## src/rtl/fwd_pkg.sv

```systemverilog
package fwd_pkg;

  typedef enum logic [2:0] {
    KIND_DOMAIN  = 3'd0,
    KIND_ENABLE  = 3'd1,
    KIND_ROUTE   = 3'd2,
    KIND_GENMSG  = 3'd3,
    KIND_PENDING = 3'd4
  } reg_kind_e;

  typedef struct packed {
    logic [13:0] hart;
    logic [5:0]  guest;
    logic [10:0] ident;
  } fwd_msg_t;

  localparam logic [31:0] ROUTE_KEEP  = 32'hFFFF_F7FF;
  localparam logic [31:0] GUEST_FIELD = 32'h0003_F000;

  function automatic logic [31:0] keep_route(input logic [31:0] v);
    return v & ROUTE_KEEP;
  endfunction

  function automatic logic [31:0] strip_guest(input logic [31:0] v);
    return v & ~GUEST_FIELD;
  endfunction

  function automatic fwd_msg_t route_to_msg(input logic [31:0] v);
    fwd_msg_t m;
    m.hart  = v[31:18];
    m.guest = v[17:12];
    m.ident = v[10:0];
    return m;
  endfunction

  function automatic fwd_msg_t gen_to_msg(input logic [31:0] v);
    fwd_msg_t m;
    m.hart  = v[31:18];
    m.guest = 6'd0;
    m.ident = v[10:0];
    return m;
  endfunction

endpackage

```

## src/rtl/fwd_src_bank.sv

```systemverilog
module fwd_src_bank #(
  parameter int NSRC = 8
) (
  input  logic                 clk,
  input  logic                 rst_n,
  input  logic [NSRC-1:0]      en_we,
  input  logic [NSRC-1:0]      route_we,
  input  logic [31:0]          wdata,
  input  logic [NSRC-1:0]      pend_set,
  input  logic [NSRC-1:0]      pend_clr,
  output logic [NSRC-1:0]      pend_q,
  output logic [NSRC-1:0]      en_q,
  output logic [NSRC-1:0][31:0] route_q
);
  import fwd_pkg::*;

  for (genvar g = 0; g < NSRC; g++) begin : g_src
    logic        p_r;
    logic        e_r;
    logic [31:0] t_r;

    always_ff @(posedge clk or negedge rst_n) begin
      if (!rst_n) begin
        p_r <= 1'b0;
        e_r <= 1'b0;
        t_r <= '0;
      end else begin
        // a clear on the same edge as a new event absorbs the event
        p_r <= (p_r | pend_set[g]) & ~pend_clr[g];
        if (en_we[g])    e_r <= wdata[0];
        if (route_we[g]) t_r <= keep_route(wdata);
      end
    end

    assign pend_q[g]  = p_r;
    assign en_q[g]    = e_r;
    assign route_q[g] = t_r;
  end

endmodule

```

## src/rtl/fwd_scan.sv

```systemverilog
module fwd_scan #(
  parameter int NSRC  = 8,
  parameter int IDX_W = 3
) (
  input  logic             clk,
  input  logic             rst_n,
  input  logic             restart,
  input  logic             fwd_on,
  input  logic [NSRC-1:0]  pend,
  input  logic [NSRC-1:0]  en,
  input  logic             slot_free,
  input  logic             hold,
  output logic             fire,
  output logic [IDX_W-1:0] fire_idx
);
  localparam logic [IDX_W-1:0] LAST = IDX_W'(NSRC - 1);

  logic             active_q;
  logic [IDX_W-1:0] ptr_q;
  logic             elig;
  logic             advance;

  assign elig     = active_q && fwd_on && pend[ptr_q] && en[ptr_q];
  assign fire     = elig && slot_free && !hold;
  assign advance  = active_q && (!elig || fire);
  assign fire_idx = ptr_q;

  always_ff @(posedge clk or negedge rst_n) begin
    if (!rst_n) begin
      active_q <= 1'b0;
      ptr_q    <= '0;
    end else if (restart) begin
      active_q <= 1'b1;
      ptr_q    <= '0;
    end else if (advance) begin
      if (ptr_q == LAST) active_q <= 1'b0;
      else               ptr_q    <= ptr_q + 1'b1;
    end
  end

endmodule

```

## src/rtl/fwd_msg_slot.sv

```systemverilog
module fwd_msg_slot (
  input  logic               clk,
  input  logic               rst_n,
  input  logic               load,
  input  fwd_pkg::fwd_msg_t  load_msg,
  input  logic               ready,
  output logic               valid,
  output fwd_pkg::fwd_msg_t  msg,
  output logic               free
);
  assign free = !valid || ready;

  always_ff @(posedge clk or negedge rst_n) begin
    if (!rst_n) begin
      valid <= 1'b0;
      msg   <= '0;
    end else if (load) begin
      valid <= 1'b1;
      msg   <= load_msg;
    end else if (ready) begin
      valid <= 1'b0;
    end
  end

endmodule

```

## src/rtl/fwd_engine.sv

```systemverilog
module fwd_engine #(
  parameter int NSRC = 8,
  localparam int SRC_W = $clog2(NSRC + 1)
) (
  input  logic             clk,
  input  logic             rst_n,
  input  logic             cfg_we,
  input  logic [2:0]       cfg_kind,
  input  logic [SRC_W-1:0] cfg_src,
  input  logic [31:0]      cfg_wdata,
  input  logic [2:0]       rd_kind,
  input  logic [SRC_W-1:0] rd_src,
  output logic [31:0]      rd_data,
  input  logic [NSRC-1:0]  pend_set,
  output logic             msg_valid,
  input  logic             msg_ready,
  output logic [13:0]      msg_hart,
  output logic [5:0]       msg_guest,
  output logic [10:0]      msg_ident
);
  import fwd_pkg::*;

  localparam int IDX_W = (NSRC > 1) ? $clog2(NSRC) : 1;
  localparam logic [NSRC-1:0] ONE = {{(NSRC-1){1'b0}}, 1'b1};

  // ---------------- write decode ----------------
  reg_kind_e        wkind;
  logic             wr_ok;
  logic [IDX_W-1:0] wr_idx;
  logic             wr_acc;
  logic             wr_dom, wr_gen;
  logic [NSRC-1:0]  en_we, route_we;

  assign wkind  = reg_kind_e'(cfg_kind);
  assign wr_ok  = (cfg_src != '0) && (int'(cfg_src) <= NSRC);
  assign wr_idx = IDX_W'(cfg_src - 1'b1);
  assign wr_acc = cfg_we && (cfg_kind <= 3'd3);
  assign wr_dom = cfg_we && (wkind == KIND_DOMAIN);
  assign wr_gen = cfg_we && (wkind == KIND_GENMSG);
  assign en_we    = (cfg_we && wkind == KIND_ENABLE && wr_ok) ? (ONE << wr_idx) : '0;
  assign route_we = (cfg_we && wkind == KIND_ROUTE  && wr_ok) ? (ONE << wr_idx) : '0;

  // ---------------- domain and generate state ----------------
  logic        ie_q;
  logic [31:0] genmsi_q;
  logic        gen_req_q;
  logic        gen_take;
  logic        slot_free;

  assign gen_take = (gen_req_q || wr_gen) && slot_free;

  always_ff @(posedge clk or negedge rst_n) begin
    if (!rst_n) begin
      ie_q      <= 1'b0;
      genmsi_q  <= '0;
      gen_req_q <= 1'b0;
    end else begin
      if (wr_dom) ie_q     <= cfg_wdata[0];
      if (wr_gen) genmsi_q <= strip_guest(cfg_wdata);
      gen_req_q <= (gen_req_q || wr_gen) && !gen_take;
    end
  end

  // ---------------- per-source state ----------------
  logic [NSRC-1:0]       pend_q, en_q, pend_clr;
  logic [NSRC-1:0][31:0] route_q;
  logic                  scan_fire;
  logic [IDX_W-1:0]      fire_idx;
  logic                  restart;

  assign restart  = wr_acc || (|pend_set);
  assign pend_clr = scan_fire ? (ONE << fire_idx) : '0;

  fwd_src_bank #(.NSRC(NSRC)) u_bank (
    .clk      (clk),
    .rst_n    (rst_n),
    .en_we    (en_we),
    .route_we (route_we),
    .wdata    (cfg_wdata),
    .pend_set (pend_set),
    .pend_clr (pend_clr),
    .pend_q   (pend_q),
    .en_q     (en_q),
    .route_q  (route_q)
  );

  fwd_scan #(.NSRC(NSRC), .IDX_W(IDX_W)) u_scan (
    .clk       (clk),
    .rst_n     (rst_n),
    .restart   (restart),
    .fwd_on    (ie_q),
    .pend      (pend_q),
    .en        (en_q),
    .slot_free (slot_free),
    .hold      (gen_take),
    .fire      (scan_fire),
    .fire_idx  (fire_idx)
  );

  // ---------------- output slot ----------------
  fwd_msg_t load_msg, out_msg;
  logic     load;

  assign load     = gen_take || scan_fire;
  assign load_msg = gen_take ? gen_to_msg(wr_gen ? cfg_wdata : genmsi_q)
                             : route_to_msg(route_q[fire_idx]);

  fwd_msg_slot u_slot (
    .clk      (clk),
    .rst_n    (rst_n),
    .load     (load),
    .load_msg (load_msg),
    .ready    (msg_ready),
    .valid    (msg_valid),
    .msg      (out_msg),
    .free     (slot_free)
  );

  assign msg_hart  = out_msg.hart;
  assign msg_guest = out_msg.guest;
  assign msg_ident = out_msg.ident;

  // ---------------- readback ----------------
  logic             rd_ok;
  logic [IDX_W-1:0] rd_idx;

  assign rd_ok  = (rd_src != '0) && (int'(rd_src) <= NSRC);
  assign rd_idx = IDX_W'(rd_src - 1'b1);

  always_comb begin
    rd_data = '0;
    case (rd_kind)
      3'd0: rd_data = {31'd0, ie_q};
      3'd1: if (rd_ok) rd_data = {31'd0, en_q[rd_idx]};
      3'd2: if (rd_ok) rd_data = route_q[rd_idx];
      3'd3: rd_data = genmsi_q;
      3'd4: if (rd_ok) rd_data = {31'd0, pend_q[rd_idx]};
      default: rd_data = '0;
    endcase
  end

endmodule

```

## config.mk

```make
export PLATFORM = sky130hd
export DESIGN_NAME = fwd_engine
export DESIGN_NICKNAME = d
export VERILOG_FILES = /design/src/rtl/fwd_pkg.sv /design/src/rtl/fwd_src_bank.sv /design/src/rtl/fwd_scan.sv /design/src/rtl/fwd_msg_slot.sv /design/src/rtl/fwd_engine.sv
export SDC_FILE = /design/constraint.sdc
export NUM_CORES = 1
export LEC_CHECK = 0
export ABC_AREA = 1
export BUFFER_PORTS_ARGS = -buffer_cell sky130_fd_sc_hd__clkbuf_2
export CORE_MARGIN = 4
export CORE_UTILIZATION = 32
export CTS_BUF_LIST = sky130_fd_sc_hd__clkbuf_2
export CTS_CLUSTER_DIAMETER = 30
export DETAILED_ROUTE_END_ITERATION = 16
export SKIP_LAST_GASP = 1
export SLEW_MARGIN = 10
export SYNTH_ARGS = -nofsm -noshare
export SYNTH_HDL_FRONTEND = slang
export SYNTH_SLANG_ARGS = --single-unit
```

## constraint.sdc

```tcl
create_clock -name clk -period 2.7 [get_ports clk]
set_input_delay 0.405 -clock clk [delete_from_list [all_inputs] [get_ports clk]]
set_output_delay 0.405 -clock clk [all_outputs]
set_load 0.02 [all_outputs]
```

After elaboration in Yosys (flattened, before gate mapping). Index checks and enable logic that the tools add are counted.

Flip-flop bits (word level): 328. Latch bits: 0. Memory bits (writable): 0. ROM bits: 0. Output and inout port bits: 64. Word-level logic and storage cells: 140. Memories kept: 0.

$add $sub $neg: 3. Multiply operators: 0. Div/mod/pow operators: 0. $lt $le $gt $ge: 5. Eq/ne operators: 9. Shift operators: 2. Multiplexer cells: 29. Bitwise gates (word level): 24. Reductions and logical operators: 35.

Operators by type and width (number): 32-bit binary-select mux with 3-bit select (2); 32-bit case mux with 5 select lines (1); 32-bit 2-to-1 mux (4); 31-bit 2-to-1 mux (1); 8-bit 2-to-1 mux (3); 1-bit logical AND (17); 1-bit by 3-bit << shifter with 8-bit output (first input constant) (2); 1-bit binary-select mux with 3-bit select (4); 3-bit by 2-bit == test with 1-bit output (second input constant) (4); 1-bit 2-to-1 mux (11); 3-bit 2-to-1 mux (3); 1-bit AND (8); 4-bit <= comparator (second input constant) (2); 3-bit by 4-bit less-than comparator with 1-bit output (second input constant) (2); 1-bit inverter (8); 1-bit bitwise OR (8); 4-bit nonzero test (2); 8-bit OR reduction (1); 3-bit by 1-bit == test with 1-bit output (second input constant) (2); 3-bit == test (second input constant) (2); 3-bit logical NOT (2); 2-bit nonzero test (3); 3-bit by 1-bit subtractor with 3-bit output (second input constant) (2); 1-bit logical OR (5); 5 further kinds (8).

Logic depth before layout (Yosys ltp). Gate-level depths: netlist (run 1).

Depth in word-level cells: 10. Gate-level depth with buffers: 14. Depth with buffers taken out: 10.

By module. Synthesis (run 1) repeated with hierarchy kept, for this count alone.

Cell total of the unflattened synthesis: 2578. Area total of the unflattened synthesis: 18178.7 um^2.

Modules (own cells, without submodules): fwd_src_bank (times used 1, cells an instance 1169, area each 10194.8 um^2); fwd_engine (times used 1, cells an instance 1227, area each 6459.9 um^2); fwd_msg_slot (times used 1, cells an instance 135, area each 1194.9 um^2); fwd_scan (times used 1, cells an instance 47, area each 329.1 um^2).

Least setup slack after synthesis (run 1). No wires, ideal clock.

Path type: input-to-output. From: in rd_src[0]. To: out rd_data[1]. Arrival: 2.411 ns. Data required time: 2.295 ns. Slack: -0.116 ns. Cell stages on the path: 12. Cell sequence: buf_2 -> inv_1 -> buf_2 -> clkbuf_1 -> ha_1 -> buf_2 -> inv_1 -> clkbuf_1 -> o21ai_0 -> o221ai_1 -> nand3_1 -> o21ai_0.

Word-level cells in the longest chain between the ends: 5. Elaborated cells on any way between the ends: 8. Those cells by class: add/sub: 1; order compare: 1; mux: 4; reduce/logical: 2.

Ends and longest elaborated chain: start: declaration (RTL line fwd_engine.sv:12) `input logic [SRC_W-1:0] rd_src,`; 3-bit by 1-bit subtractor with 3-bit output (RTL line fwd_engine.sv:128) `assign rd_idx = IDX_W'(rd_src - 1'b1);`; 32-bit binary-select mux with 3-bit select (RTL line fwd_engine.sv:135) `3'd2: if (rd_ok) rd_data = route_q[rd_idx];`; 32-bit 2-to-1 mux (implied by the code) (RTL line fwd_engine.sv:135); 32-bit 2-to-1 mux (*) (RTL line fwd_engine.sv:135); 32-bit case mux with 5 select lines (*) (RTL line fwd_engine.sv:132) `case (rd_kind)`; end: declaration (RTL line fwd_engine.sv:13) `output logic [31:0] rd_data,`.

Every way passes the cells marked *; elsewhere a longest branch is shown, timed or not. The select of a mux whose other input is x is not followed.

Worst setup path in the final report (run 1).
From: reg u_bank.g_src[1].e_r. To: out rd_data[0].

Word-level cells in the longest chain between the ends: 4.

Ends and longest elaborated chain: start: declaration (RTL line fwd_src_bank.sv:19) `logic e_r;`; start signal: assignment (RTL line fwd_src_bank.sv:30) `if (en_we[g]) e_r <= wdata[0];`; 1-bit binary-select mux with 3-bit select (RTL line fwd_engine.sv:134) `3'd1: if (rd_ok) rd_data = {31'd0, en_q[rd_idx]};`; 1-bit 2-to-1 mux (implied by the code) (RTL line fwd_engine.sv:134); 1-bit 2-to-1 mux (RTL line fwd_engine.sv:134); 32-bit case mux with 5 select lines (RTL line fwd_engine.sv:132).

No other way between the ends. The select of a mux whose other input is x is not followed.

==> flow_metrics.tcl, run 1 <==
set metrics [dict create \
    seq_area_frac_synth_pct 48.0 \
    dp_cells 2873 \
    avgSynthCellArea_um2 7.82 \
    p_total_w 0.0111 \
    tns_ps 0 \
    core_area_um2 52700 \
    vias 16700 \
    die_y_um 239 \
    endpoint_kind "output port" \
    die_w_um 239 \
    finalCriticalPeriod_ps 2630 \
    relSlewSlack_pct 45.5 \
    cts_buffers 88 \
    timing.final.ws_setup_ps 71.0 \
    rows 84 \
    gr-usage-all-layers_pct 20.5 \
    clk_path_buf_depth 3 \
    finalHoldViolCount 0 \
    status "complete, no violations" \
    grt_max_degree 139 \
    yosysWarnings 0 \
    cpLargestDelayFamily "simple AND/OR/NAND/NOR gates" \
    drt-met1-wl_um 25200 \
    htree_levels 3 \
    cts_sinks 328 \
    synth_edf_count 0 \
    synthesis.nets 2250 \
    rsz0062_at_grt "true" \
    cp_max_fo 2 \
    wl_met2_um 27100 \
    wl_met3_um 4830 \
    power_density_nw_per_um2 557 \
    clockRootBuffer "clkbuf_2" \
    period_share_pct 97.4 \
    nets 2414 \
    crit_slowest_cell "dfrtp_1" \
    tightest_slew_ps 818 \
    portBuffers 121 \
    path_buf_inv 1 \
    clock_latency_ps 1000 \
    min_from "cfg_kind[0]" \
    via_per_inst 5.38 \
    synth_fa_ha_area_share_pct 0.586 \
    path_depth 8 \
    detail-route-antenna-nets 0 \
    leakage_nw 9.24 \
    dp_hpwl_um 33900 \
    ioPinCount 122 \
    gp_congestion 0.835 \
    dr.max_layer_used "met5" \
    synth-simple-area-share_pct 19.3 \
    drt_iter0_drc 1538 \
    r2r-end "u_slot.msg[13]" \
    routedWlPerCell_um 19.1 \
    drt-total-wl_um 59200 \
    async_flop_share_pct 100 \
    die-area_um2 57100 \
    slew_violations 0 \
    holdWs_ps 148 \
    synth-xor-area-share_pct 0.154 \
    dpl_worst_slack_ps 117 \
    r2r_slack_ps 190 \
    postSynthCellCount 2184 \
    startpoint "u_bank.g_src[1].e_r" \
    synth_cell_types 38 \
    synth_seq_cells 328 \
    muxShareOfSynthArea_pct 0 \
    synth-compound-area-share_pct 24.2 \
    num-fill-cells 5464 \
    r2r_start "u_scan.fire_idx[0]" \
    hold_path_end "genmsi_q[6]" \
    worstPathArrival_ps 2220 \
    cp_slowest_stage_delay_ps 390 \
    cts_tree "yes" \
    finalClockSkew_ps 79.7 \
    maxCapViolations 0 \
    critPathKind "register to output port" \
    start_util_pct 32.4 \
    setup_violations 0 \
    grt_pass1_vias 16500 \
    synth_top_area_cell "dfrtp_1" \
    synth_top_family_by_area "compound AO/OA/AOI/OAI gates" \
    ir_drop_mv 0.282 \
    cp-start-kind "register" \
    grt_pass1_wl_um 93100 \
    synth-main-ff-cell "dfrtp_1" \
    hold_class "input pin to register" \
    clkTransAtPathRegs_ps 110 \
    drc_errors 0 \
    reg2regPathDepth 11 \
    synth_top_area_share_pct 48.0 \
    required_ps 2300 \
    hold-path-cell-count 5 \
    grt_overflow_total 0 \
    fin_cells 3103 \
    synth_area_um2 17100 \
    drtPass1Iterations 6 \
    drive_above_1_share_pct 16.1 \
    syn2layout_area_growth_pct 16.8 \
    synth_area_leaders "dfrtp_1 48%, o21ai_0 15%, nand2_1 11%, nor2_1 4.3%, nand3_1 2.7%" \
    antenna_found_initial 3 \
    max_freq_mhz 380 \
    path_cells "or2_4 > o21ai_1 > o21ai_1 > o211ai_1 > nand2_1 > nand2_2 > nand2_2 > buf_8" \
]
cells in the final DEF, fill, tap and decap left out, types with 22 or more instances in the layout:
cell,n
nand2_1,486
o21ai_0,472
dfrtp_1,325
clkbuf_2,231
nor2_1,190
inv_1,104
nand3_1,92
o21ai_1,58
a21oi_1,57
dlygate4sd3_1,56
buf_4,53
o211ai_1,45
o221ai_1,36
o22ai_1,22
final cells by class:
class / instances / area [um^2] / share of cell area, %
diodes: 2 / 5.00 / 0.0251
clock buffers: 124 / 621 / 3.11
clock inverters: 31 / 126 / 0.633
inverters: 115 / 438 / 2.19
multi-input cells: 1572 / 7710 / 38.6
flip-flops and latches: 328 / 8210 / 41.1
well taps: 688 / 861 / 4.31
repair buffers: 243 / 1990 / 9.95
what timing repair did:
action                                  in CTS  in global routing
endpoints found under the hold margin      603                  0
gates resized for setup                     18                 47
pin swaps                                   13                 21
hold buffers                                57                  0
endpoints found under the setup margin       3                 25
buffers inserted                             9                  7
worst register-to-register path: stages (launching register included):
cell      delay, ps
dfrtp_4         640
clkinv_2        190
nand3_1         100
nand3_1          90
nand3_1         110
nand2_2         100
nand3_1          90
nand2_2         240
inv_4           280
buf_4           340
nand2_1         100
o21ai_1          80
kinds of logic after synthesis:
family | after synthesis
xor+xnor | 3
fa+ha+maj | 8
compound gates | 752
buf+inv | 284
flops | 328
simple gates | 809
sequential cells by signal, summed over array words and instances (netlist names):
name and flops:
gen_req_q 1, genmsi_q 26, ie_q 1, u_bank.g_src.e_r 8, u_bank.g_src.p_r 8, u_bank.g_src.t_r 248
u_scan.active_q 1, u_scan.fire_idx 3, u_slot.msg 31, u_slot.valid 1
routing by layer:
layer	up-vias	track usage [%]
met3	145	4.19
met5	-	0
li1	7779	-
met4	2	10.0
met2	790	32.4
met1	7963	27.0
worst max-delay path by stage:
stage | to | slack (ps)
after CTS | rd_data[21] | -50
after global routing | rd_data[0] | -120
final | rd_data[0] | 70
after global placement | rd_data[0] | 120
after floorplan | rd_data[1] | -7
after detailed placement | rd_data[0] | 120
power by group:
group          internal (W)  switching (W)  leakage [nW]  total (W)
combinational      0.000730        0.00125          4.27    0.00198
sequential          0.00541       0.000354          4.38    0.00576
clock               0.00124        0.00215         0.590    0.00339
per-stage QoR:
stage	cell area (um^2)	utilization (%)
3_5_place_dp	18400	34.9
2_1_floorplan	17200	-
5_1_grt	20000	37.9
3_3_place_gp	18400	34.9
4_1_cts	19800	37.7
6_report	20000	37.9
Yosys cell counts (all sizes together), types with 7 or more instances:
master,number
o21ai,553
nand2,498
dfrtp,328
nor2,196
inv,114
nand3,94
buf,91
clkbuf,78
a21oi,61
o211ai,45
o221ai,36
o22ai,22
a31oi,21
ha,8
a22o,7
Power figures use the tool's default switching activity.
==> run 2, diff against run 1 <==
- CELL_PAD_IN_SITES_DETAIL_PLACEMENT: unset -> 1
- CELL_PAD_IN_SITES_GLOBAL_PLACEMENT: unset -> 1
- PLACE_DENSITY_LB_ADDON: unset -> 0.1
==> flow_metrics.tcl, run 2 (synthesis results as in run 1) <==
set metrics [dict create \
    die_y_um 239 \
    die-area_um2 57100 \
    clock_latency_ps 1100 \
    leakage_nw 9.63 \
    routedWlPerCell_um 21.2 \
    biggestRegsByFlops "u_bank.g_src.t_r (248), u_slot.msg (31), genmsi_q (26)" \
    holdWs_ps 135 \
    grt_overflow_total 0 \
    clk_path_buf_depth 3 \
    finalCriticalPeriod_ps 2810 \
    hold_class "input pin to register" \
    drive_above_1_share_pct 17.9 \
    portBuffers 121 \
    die_w_um 239 \
    cts_buffers 109 \
    gp_congestion 0.791 \
    start_util_pct 32.4 \
    via_per_inst 5.26 \
    drtPass1Iterations 5 \
    cp-start-kind "register" \
    vias 16700 \
    grt_pass1_wl_um 105000 \
    largest-register "u_bank.g_src.t_r" \
    drc_errors 0 \
    worstPathArrival_ps 2400 \
    path_buf_inv 1 \
    drt_iter0_drc 1188 \
    required_ps 2300 \
    drt-total-wl_um 67300 \
    nets 2462 \
    cts_tree "yes" \
    cpMostUsedCell "nand2_1" \
    ir_drop_mv 0.231 \
    rows 84 \
    rsz0062_at_grt "true" \
    syn2layout_area_growth_pct 21.0 \
    status "finished, violations left" \
    cp_slowest_stage_delay_ps 420 \
    dp_cells 2874 \
    dp_hpwl_um 38600 \
    max_freq_mhz 356 \
    power_density_nw_per_um2 580 \
    crit_slowest_cell "dfrtp_1" \
    tightest_slew_ps 789 \
    relSlewSlack_pct 47.4 \
    timing.final.ws_setup_ps -107 \
    violations "negative setup slack" \
    period_share_pct 104 \
    path_cells "or2_4 > o21ai_2 > o21ai_1 > o211ai_1 > nand2_1 > nand2_1 > nand2_2 > buf_8" \
    fin_cells 3177 \
    core_area_um2 52700 \
    critPathKind "register to output port" \
    largest_reg_flops 248 \
    maxCapViolations 0 \
    slew_violations 0 \
    cp_max_fo 2 \
    htree_levels 3 \
    clkTransAtPathRegs_ps 100 \
    gr-usage-all-layers_pct 23.5 \
    endpoint_kind "output port" \
    finalHoldViolCount 0 \
    ioPinCount 122 \
    grt_max_degree 120 \
    cpLargestDelayFamily "simple AND/OR/NAND/NOR gates" \
    layout_commonest_cell "nand2_1" \
    setup_violations 1 \
    antenna_found_initial 3 \
    finalClockSkew_ps 79.4 \
    cts_sinks 328 \
    detail-route-antenna-nets 0 \
    grt_pass1_vias 17600 \
    clockRootBuffer "clkbuf_2" \
    final_cell_mix "487 x nand2_1, 468 x o21ai_0, 325 x dfrtp_1" \
]
-- run 2: final timing paths --
path	slack, ps	cells after the start	endpoint	from
max in group asynchronous	1740	4	u_bank.g_src[1].t_r[17]	rst_n
worst min register to register	490	2	u_slot.msg[25]	u_slot.msg[25]
worst max-delay path	-110	8	rd_data[0]	u_bank.g_src[5].p_r
min in group asynchronous	530	4	u_bank.g_src[2].t_r[6]	rst_n
worst min-delay path	140	3	u_bank.g_src[0].p_r	pend_set[0]
worst max register to register	350	11	u_slot.msg[5]	u_scan.fire_idx[0]
-- run 2: through the flow --
step	power (W)	util, %	setup TNS (ps)	worst slack (ps)	cell area (um^2)
after floorplan	0.00693	-	-7.22	-7.22	17200
after global placement	0.00772	35.2	0	129	18500
after detailed placement	0.00779	35.2	0	112	18500
after CTS	0.0122	39.0	-2190	-308	20500
after global routing	0.0128	39.3	-5280	-364	20700
final	0.0120	39.3	-107	-107	20700
-- run 2: per-layer routing --
layer  global-route usage (%)  vias to the layer above  wire, um
met5                        0                        -         0
met4                     7.78                        0      2080
met3                     4.83                      149      3350
met2                     37.8                      412     30800
met1                     31.9                     8246     31100
li1                         -                     7904         -
-- run 2: area by class of cell --
type | count | area, um^2
Tap cell | 688 | 861
Timing Repair Buffer | 270 | 2410
Sequential cell | 328 | 8210
Multi-Input combinational cell | 1572 | 7740
Fill cell | 6405 | 32000
Clock inverter | 56 | 290
Clock buffer | 143 | 716
Inverter | 115 | 435
Antenna cell | 5 | 12.5
-- run 2: tightest hold or removal path, cell delays in order --
cell           delay, ps
dlygate4sd3_1        520
clkbuf_2             110
o22a_1               140
-- run 2: what timing repair did --
item                                    4_1_cts  5_1_grt
endpoints found under the hold margin       652        0
setup buffers                                21       12
hold buffers                                 66        0
endpoints found under the setup margin       31       33
resized for setup                            62       29
pin swaps                                    33       31
-- run 2: power breakdown --
part / internal, W / leakage, nW / switching, W
sequential: 0.00541 / 4.38 / 0.000362
combinational: 0.000797 / 4.50 / 0.00131
clock: 0.00168 / 0.747 / 0.00243
==> run 3, diff against run 2 <==
- BUFFER_PORTS_ARGS: -buffer_cell sky130_fd_sc_hd__clkbuf_2 -> -buffer_cell sky130_fd_sc_hd__buf_4
==> flow_metrics.tcl, run 3 (synthesis results as in run 1) <==
set metrics [dict create \
    drive_above_1_share_pct 19.0 \
    worstPathArrival_ps 2330 \
    combPwrFrac_pct 18.2 \
    clkTransAtPathRegs_ps 80 \
    critPathKind "register to output port" \
    endpoint_kind "output port" \
    htree_levels 3 \
    detail-route-antenna-nets 0 \
    cts_tree "yes" \
    grt_overflow_total 0 \
    switching_share_pct 34.1 \
    violations "negative setup slack" \
    clk_path_buf_depth 3 \
    vias 17100 \
    biggestRegsByFlops "u_bank.g_src.t_r (248), u_slot.msg (31), genmsi_q (26)" \
    cp_slowest_stage_delay_ps 380 \
    drt_iter0_drc 1107 \
    nets 2475 \
    via_per_inst 5.36 \
    final_area_um2 20900 \
    routedWlPerCell_um 21.4 \
    cp-start-kind "register" \
    grt_pass1_vias 17500 \
    grt_max_degree 134 \
    cp_max_fo 2 \
    core_area_um2 52700 \
    gp_congestion 0.806 \
    required_ps 2300 \
    hold_class "input pin to register" \
    finalHoldViolCount 0 \
    layout_commonest_cell "nand2_1" \
    dp_hpwl_um 39000 \
    path_cells "or2_4 > o21ai_2 > o21ai_1 > o211ai_1 > nand2_1 > nand2_1 > nand2_2 > buf_6" \
    period_share_pct 101 \
    start_util_pct 32.4 \
    drc_errors 0 \
    cpMostUsedCell "nand2_1" \
    max_freq_mhz 366 \
    p_switching_w 0.00410 \
    p_total_w 0.0120 \
    leakage_nw 9.72 \
    p_clk_share_pct 33.7 \
    slew_violations 0 \
    timing.final.ws_setup_ps -35.4 \
    finalClockSkew_ps 68.8 \
    clockRootBuffer "clkbuf_2" \
    die-area_um2 57100 \
    rsz0062_at_grt "true" \
    status "finished, violations left" \
    crit_slowest_cell "dfrtp_1" \
    cts_sinks 328 \
    p_int_w 0.00791 \
    portBuffers 121 \
    gr-usage-all-layers_pct 23.6 \
    final_cell_mix "487 x nand2_1, 462 x o21ai_0, 326 x dfrtp_1" \
    antenna_found_initial 2 \
    rows 84 \
    cts_buffers 110 \
    place_area_um2 18900 \
    die_y_um 239 \
    ir_drop_mv 0.255 \
    largest-register "u_bank.g_src.t_r" \
    p_seq_share_pct 48.1 \
    setup_violations 2 \
    largest_reg_flops 248 \
    power_density_nw_per_um2 574 \
    grt_pass1_wl_um 105000 \
    finalCriticalPeriod_ps 2740 \
    clock_latency_ps 1090 \
    die_w_um 239 \
    tightest_slew_ps 866 \
    syn2layout_area_growth_pct 22.4 \
    ioPinCount 122 \
    relSlewSlack_pct 42.3 \
    maxCapViolations 0 \
    drtPass1Iterations 5 \
    drt-total-wl_um 68200 \
]
-- run 3: worst max-delay path, delay by kind of cell, from the launching register on --
| family | cells | cell delay [ps] |
|---|---|---|
| AND/OR/NAND/NOR | 4 | 450 |
| flip-flops | 1 | 380 |
| AO/OA/AOI/OAI | 3 | 330 |
| buffers and inverters | 1 | 130 |
-- run 3: path summary, 6_finish.rpt --
check / cells past startpoint / end / slack, ps / startpoint
setup / recovery: 8 / rd_data[0] / -40 / u_bank.g_src[1].e_r
hold / removal: 3 / u_bank.g_src[5].p_r / 190 / pend_set[5]
setup reg to reg: 10 / u_slot.msg[23] / 370 / u_scan.fire_idx[1]
hold reg to reg: 2 / u_slot.msg[1] / 480 / u_slot.msg[1]
max in group asynchronous: 4 / u_bank.g_src[2].t_r[12] / 1780 / rst_n
min in group asynchronous: 4 / u_bank.g_src[7].t_r[6] / 560 / rst_n
-- run 3: repair_timing --
action | in CTS | in global routing
hold endpoints to repair | 645 | 0
setup endpoints to repair | 31 | 31
resized for setup | 50 | 26
setup buffers | 18 | 10
pin swaps | 36 | 31
hold buffers | 71 | 0
cloned | 0 | 0
-- run 3: layer usage --
metal	GRT usage, %	wire, um	vias up
met5	0	0	-
met4	7.36	1470	0
met3	4.07	3850	108
met2	38.2	31600	487
met1	32.4	31300	8543
li1	-	-	7920
-- run 3: metrics by stage --
| stage | TNS, ps | instances | hold WS (ps) | worst slack [ps] | util (%) |
|---|---|---|---|---|---|
| 6_report | -39.5 | 3182 | 193 | -35.4 | 39.7 |
| 3_5_place_dp | 0 | 2887 | 437 | 36.1 | 35.8 |
| 4_1_cts | -1710 | 3172 | 9.63 | -250 | 39.5 |
| 3_3_place_gp | 0 | 2887 | 438 | 48.4 | 35.8 |
| 5_1_grt | -2650 | 3182 | 76.1 | -265 | 39.7 |
| 2_1_floorplan | -7.22 | 2184 | 109 | -7.22 | - |
-- run 3: final cells by class --
cell class	instances	area [um^2]
fill	6407	31700
sequential	328	8210
multi-input combinational	1572	7750
timing repair buffer	282	2670
tap	688	861
clock buffer	150	751
inverter	115	435
clock inverter	46	223
antenna	1	2.50
-- run 3: power by group through the flow --
stage          clock network (W)  logic [W]  registers, W
2_1_floorplan                  0    0.00107       0.00586
3_3_place_gp                   0    0.00196       0.00586
3_5_place_dp                   0    0.00202       0.00586
4_1_cts                  0.00427    0.00217       0.00577
5_1_grt                  0.00456    0.00244       0.00585
6_report                 0.00405    0.00218       0.00578
